$ cat src/rtl/pgc_pkg.sv
package pgc_pkg;

    typedef enum logic [1:0] {
        ST_IDLE    = 2'd0,
        ST_COLLECT = 2'd1,
        ST_COMMIT  = 2'd2,
        ST_HOLD    = 2'd3
    } pgc_state_e;

endpackage

$ cat src/rtl/pgc_col_ptr.sv
module pgc_col_ptr #(
    parameter int ADDR_W = 7,
    parameter int COL_W  = 4
) (
    input  logic                    clk,
    input  logic                    rst_n,
    input  logic                    load,
    input  logic [ADDR_W-1:0]       load_addr,
    input  logic                    step,
    output logic [ADDR_W-COL_W-1:0] page,
    output logic [COL_W-1:0]        col
);

    localparam int PAGE_W = ADDR_W - COL_W;

    logic [PAGE_W-1:0] page_q;
    logic [COL_W-1:0]  col_q;

    always_ff @(posedge clk) begin
        if (!rst_n) begin
            page_q <= '0;
            col_q  <= '0;
        end else if (load) begin
            page_q <= load_addr[ADDR_W-1:COL_W];
            col_q  <= load_addr[COL_W-1:0];
        end else if (step) begin
            col_q  <= col_q + 1'b1;
        end
    end

    assign page = page_q;
    assign col  = col_q;

    AST_COL_STEP: assert property (@(posedge clk) disable iff (!rst_n)
        (step && !load) |=> (col == COL_W'($past(col) + 1'b1)));

    AST_PAGE_HOLD: assert property (@(posedge clk) disable iff (!rst_n)
        !load |=> $stable(page));

endmodule

$ cat src/rtl/pgc_page_buf.sv
module pgc_page_buf #(
    parameter int DATA_W = 8,
    parameter int DEPTH  = 16,
    parameter int COL_W  = 4
) (
    input  logic              clk,
    input  logic              rst_n,
    input  logic              clear,
    input  logic              wr_en,
    input  logic [COL_W-1:0]  wr_col,
    input  logic [DATA_W-1:0] wr_data,
    input  logic [COL_W-1:0]  rd_col,
    output logic [DATA_W-1:0] rd_data,
    output logic              rd_valid,
    output logic              any_valid
);

    logic [DATA_W-1:0] mem_q [DEPTH];
    logic [DEPTH-1:0]  vld_q;

    always_ff @(posedge clk) begin
        if (!rst_n || clear) begin
            vld_q <= '0;
            for (int i = 0; i < DEPTH; i++) begin
                mem_q[i] <= '0;
            end
        end else if (wr_en) begin
            for (int i = 0; i < DEPTH; i++) begin
                if (wr_col == COL_W'(i)) begin
                    mem_q[i] <= wr_data;
                    vld_q[i] <= 1'b1;
                end
            end
        end
    end

    assign rd_data   = mem_q[rd_col];
    assign rd_valid  = vld_q[rd_col];
    assign any_valid = |vld_q;

    AST_CLEAR_EMPTY: assert property (@(posedge clk) disable iff (!rst_n)
        clear |=> !any_valid);

    AST_WR_MARKS: assert property (@(posedge clk) disable iff (!rst_n)
        (wr_en && !clear) |=> any_valid);

endmodule

$ cat src/rtl/pgc_commit_timer.sv
module pgc_commit_timer #(
    parameter int WRITE_CYCLES = 50000,
    parameter int CNT_W        = 16
) (
    input  logic             clk,
    input  logic             rst_n,
    input  logic             clear,
    input  logic             run,
    output logic [CNT_W-1:0] count,
    output logic             last
);

    localparam logic [CNT_W-1:0] LAST_VAL = CNT_W'(WRITE_CYCLES - 1);

    logic [CNT_W-1:0] cnt_q;

    always_ff @(posedge clk) begin
        if (!rst_n || clear) begin
            cnt_q <= '0;
        end else if (run && cnt_q != LAST_VAL) begin
            cnt_q <= cnt_q + 1'b1;
        end
    end

    assign count = cnt_q;
    assign last  = (cnt_q == LAST_VAL);

    AST_CNT_BOUND: assert property (@(posedge clk) disable iff (!rst_n)
        cnt_q <= LAST_VAL);

    AST_CNT_ADVANCE: assert property (@(posedge clk) disable iff (!rst_n)
        (run && !clear && !last) |=> (count == CNT_W'($past(count) + 1'b1)));

endmodule

$ cat src/rtl/page_commit_ctrl.sv
module page_commit_ctrl #(
    parameter int ADDR_W       = 7,
    parameter int DATA_W       = 8,
    parameter int PAGE_BYTES   = 16,
    parameter int WRITE_CYCLES = 50000
) (
    input  logic              clk,
    input  logic              rst_n,
    input  logic              cmd_start,
    input  logic [ADDR_W-1:0] start_addr,
    input  logic              byte_valid,
    input  logic [DATA_W-1:0] byte_data,
    input  logic              stop_strobe,
    input  logic              abort_strobe,
    output logic              arr_we,
    output logic [ADDR_W-1:0] arr_addr,
    output logic [DATA_W-1:0] arr_wdata,
    output logic              busy
);

    import pgc_pkg::*;

    localparam int COL_W  = $clog2(PAGE_BYTES);
    localparam int PAGE_W = ADDR_W - COL_W;
    localparam int TCW    = $clog2(WRITE_CYCLES + 1);
    localparam logic [TCW-1:0] SCAN_LAST = TCW'(PAGE_BYTES - 1);

    pgc_state_e state_q, state_d;

    logic [PAGE_W-1:0] page;
    logic [COL_W-1:0]  col;
    logic [COL_W-1:0]  scan_col;
    logic [TCW-1:0]    tmr_count;
    logic              tmr_last;
    logic              tmr_clear;
    logic              accept_start;
    logic              buf_wr;
    logic              any_valid;
    logic              rd_valid;
    logic [DATA_W-1:0] rd_data;
    logic              in_busy;

    // strobes are honoured only outside the timed window
    assign accept_start = cmd_start && (state_q == ST_IDLE || state_q == ST_COLLECT);
    assign buf_wr       = byte_valid && (state_q == ST_COLLECT)
                          && !cmd_start && !abort_strobe && !stop_strobe;
    assign in_busy      = (state_q == ST_COMMIT) || (state_q == ST_HOLD);
    assign tmr_clear    = (state_q != ST_COMMIT) && (state_q != ST_HOLD);
    assign scan_col     = tmr_count[COL_W-1:0];

    pgc_col_ptr #(
        .ADDR_W (ADDR_W),
        .COL_W  (COL_W)
    ) u_ptr (
        .clk       (clk),
        .rst_n     (rst_n),
        .load      (accept_start),
        .load_addr (start_addr),
        .step      (buf_wr),
        .page      (page),
        .col       (col)
    );

    pgc_page_buf #(
        .DATA_W (DATA_W),
        .DEPTH  (PAGE_BYTES),
        .COL_W  (COL_W)
    ) u_buf (
        .clk       (clk),
        .rst_n     (rst_n),
        .clear     (accept_start),
        .wr_en     (buf_wr),
        .wr_col    (col),
        .wr_data   (byte_data),
        .rd_col    (scan_col),
        .rd_data   (rd_data),
        .rd_valid  (rd_valid),
        .any_valid (any_valid)
    );

    pgc_commit_timer #(
        .WRITE_CYCLES (WRITE_CYCLES),
        .CNT_W        (TCW)
    ) u_tmr (
        .clk   (clk),
        .rst_n (rst_n),
        .clear (tmr_clear),
        .run   (in_busy),
        .count (tmr_count),
        .last  (tmr_last)
    );

    // next-state logic
    always_comb begin
        state_d = state_q;
        unique case (state_q)
            ST_IDLE: begin
                if (cmd_start) state_d = ST_COLLECT;
            end
            ST_COLLECT: begin
                if (cmd_start)         state_d = ST_COLLECT;
                else if (abort_strobe) state_d = ST_IDLE;
                else if (stop_strobe)  state_d = any_valid ? ST_COMMIT : ST_IDLE;
            end
            ST_COMMIT: begin
                if (tmr_count == SCAN_LAST) state_d = tmr_last ? ST_IDLE : ST_HOLD;
            end
            ST_HOLD: begin
                if (tmr_last) state_d = ST_IDLE;
            end
            default: state_d = ST_IDLE;
        endcase
    end

    // state register
    always_ff @(posedge clk) begin
        if (!rst_n) state_q <= ST_IDLE;
        else        state_q <= state_d;
    end

    // outputs
    always_comb begin
        busy      = 1'b0;
        arr_we    = 1'b0;
        arr_addr  = {page, scan_col};
        arr_wdata = rd_data;
        unique case (state_q)
            ST_IDLE:    ;
            ST_COLLECT: ;
            ST_COMMIT: begin
                busy   = 1'b1;
                arr_we = rd_valid;
            end
            ST_HOLD: begin
                busy   = 1'b1;
            end
            default: ;
        endcase
    end

    AST_WE_INSIDE_BUSY: assert property (@(posedge clk) disable iff (!rst_n)
        arr_we |-> busy);

    AST_BUSY_AFTER_STOP: assert property (@(posedge clk) disable iff (!rst_n)
        $rose(busy) |-> $past(stop_strobe));

    AST_BUSY_ENDS_TIMED: assert property (@(posedge clk) disable iff (!rst_n)
        $fell(busy) |-> $past(tmr_last));

    AST_EMPTY_STOP_IDLE: assert property (@(posedge clk) disable iff (!rst_n)
        (state_q == ST_COLLECT && stop_strobe && !cmd_start && !abort_strobe && !any_valid)
        |=> !busy);

    AST_ABORT_IDLE: assert property (@(posedge clk) disable iff (!rst_n)
        (state_q == ST_COLLECT && abort_strobe && !cmd_start) |=> (!busy && !arr_we));

    AST_BUSY_NO_ACCEPT: assert property (@(posedge clk) disable iff (!rst_n)
        busy |-> (!buf_wr && !accept_start));

    AST_PAGE_DURING_WRITE: assert property (@(posedge clk) disable iff (!rst_n)
        (arr_we && $past(busy)) |-> $stable(arr_addr[ADDR_W-1:COL_W]));

endmodule

$ cat config.mk
export PLATFORM = sky130hd
export DESIGN_NAME = page_commit_ctrl
export DESIGN_NICKNAME = d
export VERILOG_FILES = /design/src/rtl/pgc_pkg.sv /design/src/rtl/pgc_col_ptr.sv /design/src/rtl/pgc_page_buf.sv /design/src/rtl/pgc_commit_timer.sv /design/src/rtl/page_commit_ctrl.sv
export SDC_FILE = /design/constraint.sdc
export NUM_CORES = 1
export LEC_CHECK = 0
export ABC_AREA = 1
export BUFFER_PORTS_ARGS = -buffer_cell sky130_fd_sc_hd__buf_4
export CAP_MARGIN = 25
export CORE_ASPECT_RATIO = 0.7
export CORE_UTILIZATION = 61
export CTS_BUF_LIST = sky130_fd_sc_hd__clkbuf_16
export CTS_CLUSTER_SIZE = 30
export DETAILED_ROUTE_END_ITERATION = 10
export PLACE_DENSITY = 0.76
export SLEW_MARGIN = 10
export SYNTH_ARGS = -nofsm -noshare
export SYNTH_HDL_FRONTEND = slang
export SYNTH_SLANG_ARGS = --single-unit
$ cat constraint.sdc
create_clock -name clk -period 4.12 [get_ports clk]
set_input_delay 0.824 -clock clk [delete_from_list [all_inputs] [get_ports clk]]
set_output_delay 0.824 -clock clk [all_outputs]
set_load 0.02 [all_outputs]
==> impl_metrics.py, run 1 <==
metrics = {
    "logic_synthesis": {
        "synth_edf_count": 128,
        "syn-cell-area_um2": 8208,
        "synth_most_common_cell": "nand2_1",
        "async_flop_share": 0,
        "synth-seq-cells": 173,
        "synth_fp_nets": 924,
        "yosysUniqueCellTypes": 31,
        "synth_common_cells": "154 x nand2_1, 129 x nor2_1, 128 x edfxtp_1",
        "ys_seq_area_frac": 0.5780,
        "netlist_instances": 898,
        "syn-mean-instance-area_um2": 9.140,
        "synth-main-ff-cell": "edfxtp_1",
        "yosysTopAreaCell": "edfxtp_1",
        "netlist.area_leader.share": 0.4683,
        "synthTopCellsByArea": "edfxtp_1 47%, dfxtp_1 11%, nand2_1 7.0%",
        "ys.warnings.count": 0,
    },
    "run": {
        "max_cap_viol_count": 0,
    },
    "drt": {
        "drtIter0Drc": 896,
        "post-route-drc-count": 0,
        "wl_per_cell_um": 18.59,
        "vias": 6423,
        "vias_per_cell": 5.898,
        "wl_um": 20250,
        "first_pass_iters": 6,
        "ant_nets": 0,
    },
    "pwr": {
        "p_sw_frac": 0.2659,
        "ir_drop_mv": 0.3094,
        "power_frac_clock": 0.388,
        "intPower_mw": 3.044,
        "power_density_nw_per_um2": 456.0,
        "combPwrFrac": 0.106,
        "power.static_leakage_nw": 3.548,
        "power.switching_mw": 1.102,
        "power_mw": 4.146,
        "pwr-share-seq": 0.505,
    },
    "timing": {
        "tightest_slew_ps": 808.4,
        "hold_viol_final": 0,
        "period_minus_slack_ps": 3210,
        "setup_tns_ps": 0,
        "max_slew_margin": 0.4611,
        "rsz0062_at_grt": "no",
        "slew_violations": 0,
        "fmax_mhz": 311.5,
        "final.period_utilization": 0.7792,
        "setup_viol": 0,
        "finClkSkew_ps": 11.55,
        "setup_slack_ps": 909.8,
    },
    "floorplanning": {
        "die_w_um": 140.6,
        "dieArea_um2": 13930,
        "fp.dieH_um": 99.05,
        "ioPinCount": 38,
        "core_area_um2": 13140,
        "row_count": 35,
        "initial_utilization": 0.6248,
    },
    "clock_network": {
        "cts_tree": "done",
        "cts.sinks": 173,
        "cts-buffers-inserted": 17,
        "cts_max_level": 4,
        "cts_setup_buffers": 0,
        "cts.repair.resized": 0,
        "ctsRootBufferMaster": "clkbuf_16",
        "cts.path.max_buffers": 2,
        "clk_latency_ps": 430,
        "clk_pin_slew_ps": 70,
        "hold_buffers": 0,
    },
    "grt": {
        "antenna_found_initial": 0,
        "grt_pass1_vias": 5918,
        "grt_max_degree": 86,
        "grt_pass1_wl_um": 32060,
        "grt.total_usage": 0.3107,
        "gr-total-overflow": 0,
    },
    "place": {
        "hpwl_um": 13720,
        "port_buffers": 37,
        "gp_congestion": 0.8905,
        "dp_slack_ps": 1400,
    },
    "critical_path": {
        "crit_type": "reg -> out",
        "r2r-end": "u_buf.mem_q[13][6]",
        "r2r_cells": 4,
        "crit_path_start_kind": "flip-flop",
        "arrival_ps": 2390,
        "end_kind": "output port",
        "crit_fanout": 85,
        "cp.required_ps": 3300,
        "r2r_slack_ps": 1870,
        "reg2reg_from": "state_q[1]",
    },
    "cells_and_area": {
        "fin_nets": 937,
        "final_core_util": 0.6921,
        "n_antenna_cell": 0,
        "drive_gt1_frac": 0.1181,
        "area_growth_pct": 10.78,
    },
    "worst_hold_path": {
        "worstHoldStart": "u_buf.vld_q[10]",
        "min_path_cells": 2,
        "hold_path_end": "u_buf.vld_q[10]",
        "hold_path_class": "reg -> reg",
    },
    "outcome": {
        "outcome": "completed",
    },
}
==> routing by layer <==
metal	global-route usage	wire, µm	vias up	part of all wire
met5	0	0	-	0
met1	0.4553	8735	3035	0.43
met4	0.1263	549	0	0.027
met3	0.08649	2223	45	0.11
met2	0.4359	8738	353	0.43
li1	-	-	2990	-
==> state kept, by name (all words and copies together), names as in the netlist, named ones only <==
name and count:
state_q 2, u_buf.mem_q 128, u_buf.vld_q 16, u_ptr.col 4, u_ptr.page 3, u_tmr.count 16
==> power groups by stage <==
| stage | Sequential (mW) | Combinational [mW] | Clock [mW] |
|---|---|---|---|
| 2_1_floorplan | 2.11 | 0.304 | 0 |
| 3_3_place_gp | 2.12 | 0.421 | 0 |
| 3_5_place_dp | 2.13 | 0.433 | 0 |
| 4_1_cts | 2.09 | 0.436 | 1.61 |
| 5_1_grt | 2.11 | 0.482 | 1.68 |
| 6_report | 2.09 | 0.441 | 1.61 |
==> worst max path at each step <==
| stage | startpoint | end | cells after the start |
|---|---|---|---|
| CTS | flip-flop | arr_wdata[1] | 7 |
| detailed placement | flip-flop | arr_wdata[1] | 7 |
| global route | flip-flop | arr_wdata[7] | 7 |
| floorplan | u_tmr.count[0] | arr_we | 5 |
| finish | flip-flop | arr_wdata[1] | 7 |
| global placement | cmd_start | u_buf.mem_q[4][5] | 8 |
==> critical path: stages, from the launching register on <==
cell and delay (ps):
dfxtp_4 880, buf_4 390, nand2_1 100, o211ai_1 120
nand3_1 110, nand3_1 100, nand2_1 80, buf_4 160
==> logic make-up (layout without fill, tap and decap cells) <==
family / Yosys count / in the layout / synth area share
buf+inv: 173 / 198 / 0.08506
simple gates: 386 / 386 / 0.2133
xor+xnor: 6 / 6 / 0.006402
fa+ha+maj: 5 / 5 / 0.007622
flops: 173 / 173 / 0.5780
compound gates: 155 / 155 / 0.1096
==> per-stage QoR <==
step	instance area, µm²	cells	hold slack (ps)
3_5_place_dp	8508	1058	471.6
6_report	9092	1089	487.4
4_1_cts	9092	1089	489.7
3_3_place_gp	8508	1058	466.6
2_1_floorplan	8208	898	447.2
5_1_grt	9092	1089	524.1
==> layout by cell type (no fill, tap or decap), drive strengths merged <==
| cell | n |
|---|---|
| o211ai | 35 |
| edfxtp | 128 |
| a21boi | 1 |
| clkbuf | 17 |
| ha | 5 |
| nand2 | 165 |
| nor3 | 4 |
| buf | 41 |
| nand4 | 10 |
| dfxtp | 45 |
| or2 | 1 |
| xor2 | 2 |
| nand3 | 68 |
| nor2 | 138 |
| clkinvlp | 5 |
| a21oi | 70 |
| o21ai | 49 |
| bufinv | 2 |
| inv | 131 |
| clkinv | 2 |
| xnor2 | 4 |
==> final cells by class <==
type	instances	area, µm²
sequential	173	4750
tap	166	207.7
multi-input combinational	552	2765
timing repair buffer	41	307.8
inverter	126	478.0
clock buffer	17	425.4
fill	974	4045
clock inverter	14	158.9
Note: power is estimated with default switching activity, not from simulation.
==> inputs of run 2 (changes only) <==
--- a/config.mk
+++ b/config.mk
@@ -9,11 +9,11 @@
 export BUFFER_PORTS_ARGS = -buffer_cell sky130_fd_sc_hd__buf_4
 export CAP_MARGIN = 25
 export CORE_ASPECT_RATIO = 0.7
-export CORE_UTILIZATION = 61
+export CORE_UTILIZATION = 56
 export CTS_BUF_LIST = sky130_fd_sc_hd__clkbuf_16
 export CTS_CLUSTER_SIZE = 30
 export DETAILED_ROUTE_END_ITERATION = 10
-export PLACE_DENSITY = 0.76
+export PLACE_DENSITY = 0.74
 export SLEW_MARGIN = 10
 export SYNTH_ARGS = -nofsm -noshare
 export SYNTH_HDL_FRONTEND = slang
==> constraint.sdc (replaced) <==
create_clock -name clk -period 2.84 [get_ports clk]
set_input_delay 0.568 -clock clk [delete_from_list [all_inputs] [get_ports clk]]
set_output_delay 0.568 -clock clk [all_outputs]
set_load 0.02 [all_outputs]
==> impl_metrics.py, run 2 (synthesis results as in run 1) <==
metrics = {
    "pwr": {
        "ir_drop_mv": 0.5571,
        "combPwrFrac": 0.112,
        "power.switching_mw": 1.545,
        "power_frac_clock": 0.372,
        "p_sw_frac": 0.2631,
        "power.static_leakage_nw": 3.605,
        "intPower_mw": 4.327,
        "power_mw": 5.872,
        "pwr-share-seq": 0.516,
        "power_density_nw_per_um2": 638.0,
    },
    "timing": {
        "setup_viol": 0,
        "period_minus_slack_ps": 2703,
        "setup_tns_ps": 0,
        "slew_violations": 0,
        "tightest_slew_ps": 693.1,
        "final.period_utilization": 0.9517,
        "finClkSkew_ps": 7.898,
        "max_slew_margin": 0.5362,
        "fmax_mhz": 370.0,
        "hold_viol_final": 0,
        "rsz0062_at_grt": "no",
    },
    "critical_path": {
        "cp_slowest_cell": "dfxtp_4",
        "crit_path_start_kind": "flip-flop",
        "endpoint": "arr_wdata[6]",
        "crit_fanout": 32,
        "r2r-end": "u_tmr.count[2]",
        "r2r_cells": 7,
        "crit_type": "reg -> out",
        "crit_path_max_incr_delay_ps": 560,
        "crit_chain": "buf_4 -> nand2_1 -> o211ai_1 -> nand3_1 -> nand3_1 -> nand2_1 -> buf_4",
        "end_kind": "output port",
        "arrival_ps": 2130,
        "reg2reg_from": "u_tmr.count[0]",
        "cp.required_ps": 2270,
        "r2r_slack_ps": 650,
    },
    "clock_network": {
        "clk_pin_slew_ps": 70,
        "hold_buffers": 0,
        "cts.sinks": 173,
        "cts.path.max_buffers": 2,
        "ctsRootBufferMaster": "clkbuf_16",
        "cts_max_level": 4,
        "clk_latency_ps": 430,
        "cts-buffers-inserted": 17,
        "cts_tree": "done",
    },
    "worst_hold_path": {
        "hold_path_class": "in -> reg",
    },
    "drt": {
        "wl_per_cell_um": 17.50,
        "vias_per_cell": 5.564,
        "vias": 6254,
        "drtIter0Drc": 688,
        "wl_um": 19670,
        "ant_nets": 0,
        "post-route-drc-count": 0,
        "first_pass_iters": 6,
    },
    "floorplanning": {
        "ioPinCount": 38,
        "fp.dieH_um": 103.3,
        "core_area_um2": 14100,
        "row_count": 36,
        "initial_utilization": 0.5822,
        "die_w_um": 146.7,
        "dieArea_um2": 15150,
    },
    "grt": {
        "grt_max_degree": 64,
        "gr-total-overflow": 0,
        "grt_pass1_vias": 5624,
        "grt_pass1_wl_um": 31150,
        "grt.total_usage": 0.2789,
        "antenna_found_initial": 0,
    },
    "cells_and_area": {
        "final_common_cell": "nand2_1",
        "drive_gt1_frac": 0.1253,
        "mostFrequentLayoutCells": "154 x nand2_1, 129 x nor2_1, 128 x edfxtp_1",
        "final_cell_count_no_fill": 1124,
        "regMostFlops": "u_buf.mem_q",
        "fillers": 1101,
        "n_antenna_cell": 0,
        "area_growth_pct": 12.13,
        "fin_nets": 947,
        "largest_reg_flops": 128,
    },
    "run": {
        "max_cap_viol_count": 0,
    },
    "outcome": {
        "outcome": "completed",
    },
    "place": {
        "gp_congestion": 0.8758,
        "hpwl_um": 13580,
        "port_buffers": 37,
        "dp_cells": 1092,
    },
}
run 2: cell count changes in the layout (fill, tap and decap cells not counted):
cell | previous run | this run
buf_4 | 41 | 48
buf_12 | 0 | 3
inv_1 | 122 | 125
inv_6 | 6 | 3
bufinv_16 | 2 | 1
clkinv_2 | 0 | 1
clkinv_4 | 2 | 3
clkinvlp_2 | 0 | 1
clkinvlp_4 | 5 | 4
dfxtp_2 | 1 | 0
dfxtp_4 | 1 | 2
run 2: layout make-up:
type | count | area, µm² | area share
Multi-Input combinational cell | 552 | 2765 | 0.3004
Tap cell | 190 | 237.7 | 0.02583
Clock buffer | 17 | 425.4 | 0.04622
Timing Repair Buffer | 51 | 420.4 | 0.04568
Sequential cell | 173 | 4752 | 0.5163
Clock inverter | 15 | 125.1 | 0.01359
Inverter | 126 | 478.0 | 0.05193
run 2: what timing repair did:
action,in CTS,in global routing
setup buffers,0,0
setup endpoints to repair,0,1
resized for setup,0,1
run 2: critical path: cells and delay by family (launching register included):
family / cells / cell delay, ps
flops: 1 / 560
buf+inv: 2 / 500
simple gates: 4 / 430
compound gates: 1 / 200
run 2: layer usage:
| metal | GRT usage | up-vias | wire length [µm] |
|---|---|---|---|
| met5 | 0 | - | 0 |
| met1 | 0.4296 | 2920 | 9316 |
| li1 | - | 3017 | - |
| met4 | 0.07452 | 0 | 207 |
| met2 | 0.3795 | 300 | 8041 |
| met3 | 0.08070 | 17 | 2107 |
run 2: worst min path at each step:
stage / cells after the start / end / startpoint
2_1_floorplan: 2 / u_buf.vld_q[10] / u_buf.vld_q[10]
3_3_place_gp: 2 / u_buf.vld_q[6] / u_buf.vld_q[6]
3_5_place_dp: 2 / u_buf.vld_q[6] / u_buf.vld_q[6]
4_1_cts: 3 / u_ptr.page[1] / start_addr[5]
5_1_grt: 3 / u_ptr.page[1] / start_addr[5]
6_report: 3 / u_ptr.page[2] / start_addr[6]
run 2: per-stage QoR:
stage	hold slack [ps]	utilization	worst slack [ps]	cell area [µm²]
finish	358.3	0.6528	137.2	9204
global route	355.6	0.6528	6.910	9204
CTS	348.3	0.6526	132.3	9201
detailed placement	473.9	0.6136	544.2	8651
global placement	466.4	0.6136	577.3	8651
floorplan	447.2	-	807.1	8208
run 2: power groups by stage:
stage,Combinational (mW),Clock [mW],Sequential (mW)
final,0.656,2.19,3.03
after CTS,0.647,2.20,3.03
after floorplan,0.441,0,3.05
after detailed placement,0.642,0,3.08
after global placement,0.634,0,3.08
after global routing,0.723,2.30,3.05
